## config.mk

```make
export PLATFORM = sky130hd
export DESIGN_NAME = fmem_pwrup_init
export DESIGN_NICKNAME = d
export VERILOG_FILES = /design/src/rtl/fpi_pkg.sv /design/src/rtl/fpi_settle_timer.sv /design/src/rtl/fpi_edge_cnt.sv /design/src/rtl/fpi_seq.sv /design/src/rtl/fpi_port_drv.sv /design/src/rtl/fmem_pwrup_init.sv
export SDC_FILE = /design/constraint.sdc
export NUM_CORES = 1
export LEC_CHECK = 0
export ABC_AREA = 1
export BUFFER_PORTS_ARGS = -buffer_cell sky130_fd_sc_hd__buf_2
export CAP_MARGIN = 10
export CORE_AREA = 4 4 84 66
export DETAILED_ROUTE_END_ITERATION = 10
export DIE_AREA = 0 0 88 70
export GPL_TIMING_DRIVEN = 0
export PLACE_DENSITY_LB_ADDON = 0.15
export SLEW_MARGIN = 10
export SYNTH_ARGS = -nofsm -noshare
export SYNTH_HDL_FRONTEND = slang
export SYNTH_HIERARCHICAL = 1
export SYNTH_SLANG_ARGS = --single-unit
```

## constraint.sdc

```tcl
create_clock -name clk -period 2.7 [get_ports clk]
set_input_delay 0.135 -clock clk [delete_from_list [all_inputs] [get_ports clk]]
set_output_delay 0.135 -clock clk [all_outputs]
set_load 0.02 [all_outputs]
```

## src/rtl/fpi_pkg.sv

```systemverilog
package fpi_pkg;

  typedef enum logic [2:0] {
    ST_IDLE,
    ST_SETTLE,
    ST_DUMMY,
    ST_RESET,
    ST_GAP,
    ST_READY
  } seq_st_e;

  // states in which the port clock toggles
  function automatic logic is_running(seq_st_e s);
    return (s == ST_DUMMY) || (s == ST_RESET) || (s == ST_GAP);
  endfunction

  // where a finished gap leads; step counts gaps already left in this run
  function automatic seq_st_e gap_exit(logic recov, logic [1:0] step);
    if (!recov) return ST_READY;
    case (step)
      2'd0:    return ST_RESET;
      2'd1:    return ST_DUMMY;
      default: return ST_READY;
    endcase
  endfunction

  // system edge (sampling edge = 1) on which ready rises, normal run
  function automatic int unsigned normal_edges(int unsigned s, int unsigned d,
                                               int unsigned g);
    return s + 2 * d + 2 * g + 3;
  endfunction

  // same for a recovery run, counted from the edge that sampled retry
  function automatic int unsigned recovery_edges(int unsigned s, int unsigned d,
                                                 int unsigned g);
    return s + 2 * d + 6 * g + 5;
  endfunction

endpackage

```

## src/rtl/fpi_settle_timer.sv

```systemverilog
module fpi_settle_timer #(
  parameter int unsigned SETTLE_CYC = 12_500_000
) (
  input  logic clk,
  input  logic rst_n,
  input  logic hold,
  output logic done
);
  localparam int unsigned TW = (SETTLE_CYC > 1) ? $clog2(SETTLE_CYC) : 1;
  localparam logic [TW-1:0] T_LAST = TW'(SETTLE_CYC - 1);

  logic [TW-1:0] tmr;

  assign done = !hold && (tmr == T_LAST);

  always_ff @(posedge clk or negedge rst_n) begin
    if (!rst_n)            tmr <= '0;
    else if (hold || done) tmr <= '0;
    else                   tmr <= tmr + TW'(1);
  end

  // the wait counter never runs past its terminal value
  assert_settle_bound_R3: assert property (@(posedge clk) disable iff (!rst_n)
    tmr <= T_LAST);

endmodule

```

## src/rtl/fpi_edge_cnt.sv

```systemverilog
module fpi_edge_cnt #(
  parameter int unsigned MAXN = 80,
  localparam int unsigned CW = $clog2(MAXN + 1)
) (
  input  logic          clk,
  input  logic          rst_n,
  input  logic          clr,
  input  logic          fall,
  input  logic [CW-1:0] limit,
  output logic          last
);
  logic [CW-1:0] cnt;

  assign last = fall && (cnt == limit - CW'(1));

  always_ff @(posedge clk or negedge rst_n) begin
    if (!rst_n)            cnt <= '0;
    else if (clr || last)  cnt <= '0;
    else if (fall)         cnt <= cnt + CW'(1);
  end

  // a phase never counts beyond its limit
  assert_phase_bound_R4: assert property (@(posedge clk) disable iff (!rst_n)
    !clr |-> cnt < limit);

endmodule

```

## src/rtl/fpi_seq.sv

```systemverilog
module fpi_seq
  import fpi_pkg::*;
#(
  parameter int unsigned SETTLE_CYC = 12_500_000,
  parameter int unsigned DUMMY_N    = 80,
  parameter int unsigned GAP_N      = 2
) (
  input  logic    clk,
  input  logic    rst_n,
  input  logic    pwr_good,
  input  logic    retry,
  output seq_st_e state_o,
  output logic    pclk_o
);
  localparam int unsigned MAXN = (DUMMY_N > GAP_N) ? DUMMY_N : GAP_N;
  localparam int unsigned CW   = $clog2(MAXN + 1);
  localparam logic [CW-1:0] D_LIM = CW'(DUMMY_N);
  localparam logic [CW-1:0] G_LIM = CW'(GAP_N);
  localparam logic [CW-1:0] R_LIM = CW'(1);
  localparam logic [31:0] NORM_EDGES = 32'(normal_edges(SETTLE_CYC, DUMMY_N, GAP_N));
  localparam logic [31:0] REC_EDGES  = 32'(recovery_edges(SETTLE_CYC, DUMMY_N, GAP_N));

  seq_st_e       state, state_nx;
  logic          pclk;
  logic          recov, recov_nx;
  logic [1:0]    step, step_nx;
  logic          abort;
  logic          run;
  logic          fall;
  logic          settle_hold;
  logic          settle_done;
  logic          phase_last;
  logic [CW-1:0] limit;

  assign abort       = !pwr_good || retry;
  assign run         = is_running(state);
  assign fall        = run && pclk;
  assign settle_hold = (state != ST_SETTLE) || abort;

  always_comb begin
    case (state)
      ST_DUMMY: limit = D_LIM;
      ST_RESET: limit = R_LIM;
      default:  limit = G_LIM;
    endcase
  end

  fpi_settle_timer #(.SETTLE_CYC(SETTLE_CYC)) u_settle (
    .clk   (clk),
    .rst_n (rst_n),
    .hold  (settle_hold),
    .done  (settle_done)
  );

  fpi_edge_cnt #(.MAXN(MAXN)) u_phase (
    .clk   (clk),
    .rst_n (rst_n),
    .clr   (!run),
    .fall  (fall),
    .limit (limit),
    .last  (phase_last)
  );

  always_comb begin
    state_nx = state;
    recov_nx = recov;
    step_nx  = step;
    if (!pwr_good) begin
      state_nx = ST_IDLE;
      recov_nx = 1'b0;
      step_nx  = 2'd0;
    end else if (retry) begin
      state_nx = ST_SETTLE;
      recov_nx = 1'b1;
      step_nx  = 2'd0;
    end else begin
      case (state)
        ST_IDLE:   state_nx = ST_SETTLE;
        ST_SETTLE: if (settle_done) state_nx = recov ? ST_GAP : ST_DUMMY;
        ST_DUMMY:  if (phase_last) state_nx = ST_RESET;
        ST_RESET:  if (phase_last) state_nx = ST_GAP;
        ST_GAP: begin
          if (phase_last) begin
            state_nx = gap_exit(recov, step);
            step_nx  = step + 2'd1;
          end
        end
        default:   state_nx = state;
      endcase
    end
  end

  always_ff @(posedge clk or negedge rst_n) begin
    if (!rst_n) begin
      state <= ST_IDLE;
      pclk  <= 1'b0;
      recov <= 1'b0;
      step  <= 2'd0;
    end else begin
      state <= state_nx;
      pclk  <= (run && !abort) ? !pclk : 1'b0;
      recov <= recov_nx;
      step  <= step_nx;
    end
  end

  assign state_o = state;
  assign pclk_o  = pclk;

  // checker: system edges since the run started
  logic [31:0] since_start;
  always_ff @(posedge clk or negedge rst_n) begin
    if (!rst_n)                            since_start <= 32'd0;
    else if (abort || state == ST_IDLE)    since_start <= 32'd1;
    else if (state != ST_READY)            since_start <= since_start + 32'd1;
  end

  assert_ready_time_R7: assert property (@(posedge clk) disable iff (!rst_n)
    ($rose(state == ST_READY) && !recov) |-> since_start == NORM_EDGES);

  assert_ready_time_R8: assert property (@(posedge clk) disable iff (!rst_n)
    ($rose(state == ST_READY) && recov) |-> since_start == REC_EDGES);

  assert_retry_restart_R8: assert property (@(posedge clk) disable iff (!rst_n)
    (pwr_good && retry) |=> (state == ST_SETTLE && !pclk));

  assert_power_loss_R9: assert property (@(posedge clk) disable iff (!rst_n)
    !pwr_good |=> (state == ST_IDLE && !pclk && !recov));

endmodule

```

## src/rtl/fpi_port_drv.sv

```systemverilog
module fpi_port_drv
  import fpi_pkg::*;
(
  input  logic    clk,
  input  logic    rst_n,
  input  seq_st_e state,
  input  logic    pclk,
  output logic    clk_o,
  output logic    en_o,
  output logic    rst_o
);
  assign clk_o = pclk;
  assign en_o  = (state == ST_DUMMY);
  assign rst_o = (state == ST_RESET);

  // checker: port clock rises seen with the strobe low, saturating at 3
  logic       clk_q;
  logic [1:0] low_rises;
  logic       rise;
  assign rise = clk_o && !clk_q;

  always_ff @(posedge clk or negedge rst_n) begin
    if (!rst_n) begin
      clk_q     <= 1'b0;
      low_rises <= 2'd0;
    end else begin
      clk_q <= clk_o;
      if (rise) begin
        if (rst_o)                   low_rises <= 2'd0;
        else if (low_rises != 2'd3)  low_rises <= low_rises + 2'd1;
      end
    end
  end

  assert_rst_gap_R6: assert property (@(posedge clk) disable iff (!rst_n)
    (rise && rst_o) |-> low_rises >= 2'd2);

  assert_rst_no_en_R5: assert property (@(posedge clk) disable iff (!rst_n)
    rst_o |-> !en_o);

  assert_ctl_stable_R10: assert property (@(posedge clk) disable iff (!rst_n)
    $rose(clk_o) |-> ($stable(en_o) && $stable(rst_o)));

endmodule

```

## src/rtl/fmem_pwrup_init.sv

```systemverilog
module fmem_pwrup_init
  import fpi_pkg::*;
#(
  parameter int unsigned SETTLE_CYC = 12_500_000,
  parameter int unsigned DUMMY_N    = 80,
  parameter int unsigned GAP_N      = 2
) (
  input  logic clk,
  input  logic rst_n,
  input  logic pwr_good,
  input  logic retry,
  output logic wr_clk_o,
  output logic wr_rst_o,
  output logic wr_en_o,
  output logic rd_clk_o,
  output logic rd_rst_o,
  output logic rd_en_o,
  output logic ready_o
);
  localparam int unsigned NPORT = 2;

  seq_st_e          state;
  logic             pclk;
  logic [NPORT-1:0] clk_v, en_v, rst_v;

  fpi_seq #(
    .SETTLE_CYC (SETTLE_CYC),
    .DUMMY_N    (DUMMY_N),
    .GAP_N      (GAP_N)
  ) u_seq (
    .clk      (clk),
    .rst_n    (rst_n),
    .pwr_good (pwr_good),
    .retry    (retry),
    .state_o  (state),
    .pclk_o   (pclk)
  );

  for (genvar p = 0; p < NPORT; p++) begin : g_port
    fpi_port_drv u_drv (
      .clk   (clk),
      .rst_n (rst_n),
      .state (state),
      .pclk  (pclk),
      .clk_o (clk_v[p]),
      .en_o  (en_v[p]),
      .rst_o (rst_v[p])
    );
  end

  assign wr_clk_o = clk_v[0];
  assign wr_en_o  = en_v[0];
  assign wr_rst_o = rst_v[0];
  assign rd_clk_o = clk_v[1];
  assign rd_en_o  = en_v[1];
  assign rd_rst_o = rst_v[1];
  assign ready_o  = (state == ST_READY);

  assert_ready_quiet_R7: assert property (@(posedge clk) disable iff (!rst_n)
    ready_o |-> (clk_v == '0 && en_v == '0 && rst_v == '0));

  assert_no_power_quiet_R2: assert property (@(posedge clk) disable iff (!rst_n)
    !pwr_good |=> (!ready_o && clk_v == '0 && en_v == '0 && rst_v == '0));

endmodule

```

=== Word-level counts from Yosys, hierarchy flattened ===
Cells that the tools add are included.

* Muxes and demuxes: 27
* Reductions and logical operators: 20
* Equal/unequal tests: 17
* Add/sub/neg operators: 4

{| class="wikitable"
|+ Operators by type and width
! kind !! count
|-
| $mux 3 || 9
|-
| $add 24x1->24 const B || 1
|-
| $eq 24x24->1 const B || 1
|-
| $mux 24 || 1
|-
| $pmux 3 s5 || 1
|-
| $mux 7 || 2
|-
| $pmux 7 s2 || 1
|-
| $ne 3x1->1 const B || 3
|-
| $mux 1 || 8
|-
| $mux 2 || 4
|-
| $ne 4x3->1 const B || 2
|-
| $ne 4x4->1 const B || 2
|-
| $add 7x1->7 const B || 1
|-
| $eq 7x7->1 || 1
|-
| $ne 7x1->1 const B || 1
|-
| $sub 7x1->7 const B || 1
|-
| $eq 3x2->1 const B || 2
|-
| $eq 3x3->1 const B || 2
|-
| $logic_or 1x1->1 || 6
|-
| $pmux 3 s2 || 1
|-
| $logic_not 1->1 || 5
|-
| $reduce_and 5->1 || 1
|-
| $logic_and 1x1->1 || 4
|-
| $eq 3x1->1 const B || 1
|-
| other kinds (7) || 7
|}

* Input bits: 4
* Logic and storage cells: 74
* Output and inout bits: 7
* Bits in registers: 38

=== Longest topological paths before layout ===
* Depth after elaboration: 14
* Gate-level depth with buffers: 23
* Gate-level depth less buffers: 22

=== Cells and area by module ===
Netlist, hierarchy kept.

{| class="wikitable"
|+ By module, submodules not included
! module !! area each (µm²) !! instances !! cells an instance !! sequential area each (µm²)
|-
| fpi_settle_timer || 1,581.5 || 1 || 219 || 600.6
|-
| fpi_edge_cnt || 651.9 || 1 || 100 || 175.2
|-
| fpi_seq || 545.5 || 1 || 78 || 175.2
|-
| fpi_port_drv || 26.3 || 2 || 6 || 0.0
|-
| fmem_pwrup_init || 10.0 || 1 || 2 || 0.0
|}

=== Worst setup path before layout ===
Ideal clock, no wire load.

* Path kind: flip-flop to flip-flop
* From: register u_seq.state[2] (netlist: u_seq/state_o[2])
* To: register u_seq.state[0] (netlist: u_seq/state_o[0])
* Path slack: 0.436 ns
* Setup time: 0.065 ns
* Path buffers: 0
* Stages on the path, launching flop included: 20
* Required time: 2.635 ns
* Data arrival time: 2.199 ns
* Clock period less this slack: 2.264 ns
* Cell sequence: dfrtp_1 inv_2 nand2_2 nor2_1 inv_2 ha_1 xnor2_1 nor2_1 nand2_1 nor2_1 nand2_2 inv_1 inv_1 nand2_1 nand2_1 nand3_1 nand2_2 nor2_1 nand2_1 nand2_1

* Longest elaborated chain between the ends: 7
* Elaborated cells between the ends (all ways): 25
* Classes of those cells: 1 x add/sub; 11 x eq/ne; 4 x mux; 9 x reduce/logical

{| class="wikitable"
|+ Ends and longest elaborated chain
! item !! RTL line !! RTL
|-
| start, declared || fpi_seq.sv:23 || <nowiki>seq_st_e state, state_nx;</nowiki>
|-
| start signal, assigned || fpi_seq.sv:100 || <nowiki>state <= state_nx;</nowiki>
|-
| $eq 3x2->1 || fpi_seq.sv:41 || <nowiki>case (state)</nowiki>
|-
| $pmux 7 s2 * || fpi_seq.sv:41 ||
|-
| net u_seq.limit[0] || fpi_seq.sv:33 || <nowiki>logic [CW-1:0] limit;</nowiki>
|-
| $sub 7x1->7 * || fpi_edge_cnt.sv:14 || <nowiki>assign last = fall && (cnt == limit - CW'(1));</nowiki>
|-
| $eq 7x7->1 * || fpi_edge_cnt.sv:14 ||
|-
| $logic_and 1x1->1 * || fpi_edge_cnt.sv:14 ||
|-
| net u_seq.phase_last || fpi_seq.sv:32 || <nowiki>logic phase_last;</nowiki>
|-
| $ne 4x4->1 (no source line) / $ne 4x3->1 (equally long branches) || - ||
|-
| $reduce_and 5->1 (no source line) * || - ||
|}

Mark *: on every way through the listed nets, which the timed path passes. The rest lies on a longest branch.
A chain may end at the register's enable or synchronous reset.

=== Worst setup path in the final report ===
* From: register u_seq.state[2] (netlist: u_seq/state_o[2])
* To: register u_seq.state[2] (netlist: u_seq/state_o[2])

The elaborated chain is that of the path after synthesis.

==> impl_metrics.py <==
metrics = {
    "status": {
        "status": "finished clean",
    },
    "sta": {
        "fin_hold_ws_ns": 0.1430,
        "worst_pin_slew_ns": 0.8428,
        "clock.fmax_ghz": 0.4118,
        "min_period_over_period_pct": 89.94,
        "finalSetupViolations": 0,
        "rsz0062_at_grt": "false",
        "clock_skew_ns": 0.008107,
        "fin_tns_setup_ns": 0,
        "relSlewSlack_pct": 43.81,
        "slew_viol_final": 0,
        "hold_viol_final": 0,
        "fin_crit_ns": 2.428,
    },
    "die": {
        "io_pins": 11,
        "start_util_pct": 59.67,
        "die_w_um": 88,
        "core-area_um2": 4762,
        "rows": 22,
        "dieArea_um2": 6160,
        "die_y_um": 70,
    },
    "logic_synthesis": {
        "syn_area_um2": 2841,
        "avgSynthCellArea_um2": 6.914,
        "synth-main-ff-cell": "dfrtp_1",
        "yosysSeqAreaShare_pct": 33.47,
        "synth_top_family_by_area": "simple AND/OR/NAND/NOR gates",
        "ys_async_sr_fraction_pct": 100.0,
        "synth_area_leaders": "dfrtp_1, nand2_1, nor2_1, inv_1, nor2_2",
        "synth_compound_gate_area_share_pct": 2.818,
        "synthMuxAreaShare_pct": 0.3523,
        "ys_top_cells_by_count": "nand2_1, nor2_1, inv_1",
        "yosysWarnings": 6,
        "yosys.area_share.simple_pct": 45.05,
        "synth_cell_types": 32,
        "synth_top_area_cell": "dfrtp_1",
        "synthAdderAreaFrac_pct": 2.202,
        "synth_xor_area_share_pct": 6.165,
        "synth_edf_count": 0,
        "synth_seq_cells": 38,
        "yosysMostFrequentCell": "nand2_1",
        "synth_cells": 411,
        "synth_top_area_share_pct": 33.47,
    },
    "power_and_ir_drop": {
        "p_leak_nw": 1.489,
        "ir_drop_mv": 0.2890,
        "p_per_area_nw_per_um2": 349.8,
    },
    "worst_hold_path": {
        "hold_class": "in2reg",
        "hold_start": "pwr_good",
    },
    "drt": {
        "route.detailed.drc": 0,
        "ant_nets": 0,
        "drt-pass1-iter-count": 4,
        "routed_wl_um": 5587,
        "routedWlPerCell_um": 11.15,
        "drtIter0Drc": 137,
        "viasPerCell": 4.866,
        "vias": 2438,
    },
    "layout": {
        "drive_gt1_share_pct": 19.95,
        "nNetsFinal": 450,
        "antenna_cells": 0,
        "stdcell_count": 501,
        "synthToLayoutAreaGrowth_pct": 9.819,
    },
    "global_routing": {
        "first_global_vias": 2311,
        "antenna_found_initial": 0,
        "track_usage_pct": 20.35,
        "grt_pass1_wl_um": 10120,
        "grt_max_degree": 39,
        "overflow": 0,
    },
    "setup_path": {
        "cp_num_buf_inv": 5,
        "path_cells": "inv_2 -> nand2_2 -> nor2_4 -> inv_2 -> ha_1 -> xnor2_1 -> nor2_1 -> nand2_1 -> nor2_1 -> nand2_2 -> inv_1 -> inv_1 -> nand2_1 -> nand2_1 -> nand3_1 -> nand2_2 -> inv_2 -> nand3_1 -> nand2_1",
        "startpoint": "u_seq/state_o[2]$_DFFE_PN0P_",
        "crit_fanout": 10,
        "max_stage_delay_ns": 0.49,
        "crit_required_ns": 2.93,
        "cp_top_family": "simple AND/OR/NAND/NOR gates",
        "rr_startpoint": "u_seq/state_o[2]$_DFFE_PN0P_",
        "start_kind": "flop",
        "end_kind": "flop",
        "slowest_stage": "dfrtp_2",
        "crit_type": "reg2reg",
        "timing.critical_path.mode_cell": "nand2_1",
        "arrival_ns": 2.66,
    },
    "placement": {
        "gp_congestion": 0.9217,
        "dp_hpwl_um": 4298,
        "io_buffers": 10,
        "numPlacedInstances": 492,
    },
    "clocking": {
        "htreeDepth": 2,
        "cts_made_buffers": 5,
        "cts_num_sinks": 38,
        "clk_path_buf_depth": 2,
        "clk_latency_ns": 0.29,
        "clock-root-buffer": "clkbuf_8",
        "cts_tree": "yes",
        "clkTransAtPathRegs_ns": 0.08,
    },
    "flow_run": {
        "max_cap_viol_count": 0,
    },
}
## layer usage
metal	routed length, um	vias to the layer above	part of all wire (%)	track usage, %
met2	2360	45	42	30.10
met5	0	-	0	0
li1	-	1289	-	-
met4	31	0	0.55	4.089
met1	2903	1100	52	30.87
met3	291	4	5.2	3.538
## path summary, 6_finish.rpt
check	to	cells after the start	slack [ns]
worst max-delay path	u_seq/state_o[2]$_DFFE_PN0P_	19	0.27
worst min-delay path	u_seq/recov$_DFFE_PN0N_	3	0.14
worst max register to register	u_seq/state_o[2]$_DFFE_PN0P_	19	0.27
worst min register to register	u_seq/pclk_o$_DFF_PN0_	1	0.48
max in group asynchronous	u_seq/state_o[1]$_DFFE_PN0P_	2	1.64
min in group asynchronous	u_seq/u_settle/tmr[9]$_DFF_PN0_	2	0.48
## report_power, final
group	total, mW	internal (mW)	switching (mW)
Sequential	0.590	0.577	0.0130
Combinational	0.129	0.0420	0.0868
Clock	0.373	0.178	0.195
## cell usage in the layout, fill, tap and decap left out, types with 3 or more instances in the layout
cell,count
nand2_1,114
conb_1,12
nand3_1,29
o21ai_0,3
xor2_1,15
ha_1,5
nand2_2,15
nand2_4,4
buf_2,10
inv_2,9
buf_4,3
inv_1,50
nor2_2,24
xnor2_1,5
clkbuf_8,5
o21bai_1,3
dfrtp_2,3
dfrtp_1,35
nor2_4,6
nor2_1,69
## stage by stage
| stage | worst slack [ns] | total power [mW] | cell area, um^2 | util [%] |
|---|---|---|---|---|
| floorplan | 0.4357 | 0.6901 | 2883 | - |
| global placement | 0.09417 | 0.7234 | 3008 | 63.16 |
| detailed placement | 0.05788 | 0.7263 | 3008 | 63.16 |
| CTS | 0.03108 | 1.098 | 3094 | 64.98 |
| global route | 0.003213 | 1.144 | 3120 | 65.53 |
| finish | 0.2716 | 1.092 | 3120 | 65.53 |
## flip-flops by register name, summed over array words and instances (netlist names)
name                count
u_seq/pclk_o            1
u_seq/recov             1
u_seq/state_o           3
u_seq/step              2
u_seq/u_phase/cnt       7
u_seq/u_settle/tmr     24
## repair_timing
| item | in CTS | in global routing |
|---|---|---|
| setup buffers | 0 | 1 |
| hold buffers | 1 | 0 |
| endpoints found under the hold margin | 38 | 0 |
| setup endpoints to repair | 0 | 5 |
| gates resized for setup | 0 | 7 |
## kinds of logic after synthesis
group,count (synthesis)
DFF,38
muxes,1
AOI/OAI and AO/OA,12
buffers and inverters,64
other,1
and+or+nand+nor,270
adders and majority gates,5
xor gates and xnor gates,20
## area by class of cell
type | instances | area [um^2]
multi-input combinational | 320 | 1668
buffer | 5 | 57.56
fill | 441 | 1642
sequential | 38 | 954.7
tap | 60 | 75.07
timing repair buffer | 12 | 67.56
inverter | 59 | 221.5
clock buffer | 7 | 76.32
## tightest hold or removal path, cell delays in order
cell and delay, ns:
buf_2 0.10, inv_2 0.10, a21oi_1 0.06
Note: power is estimated with default switching activity, not from simulation.
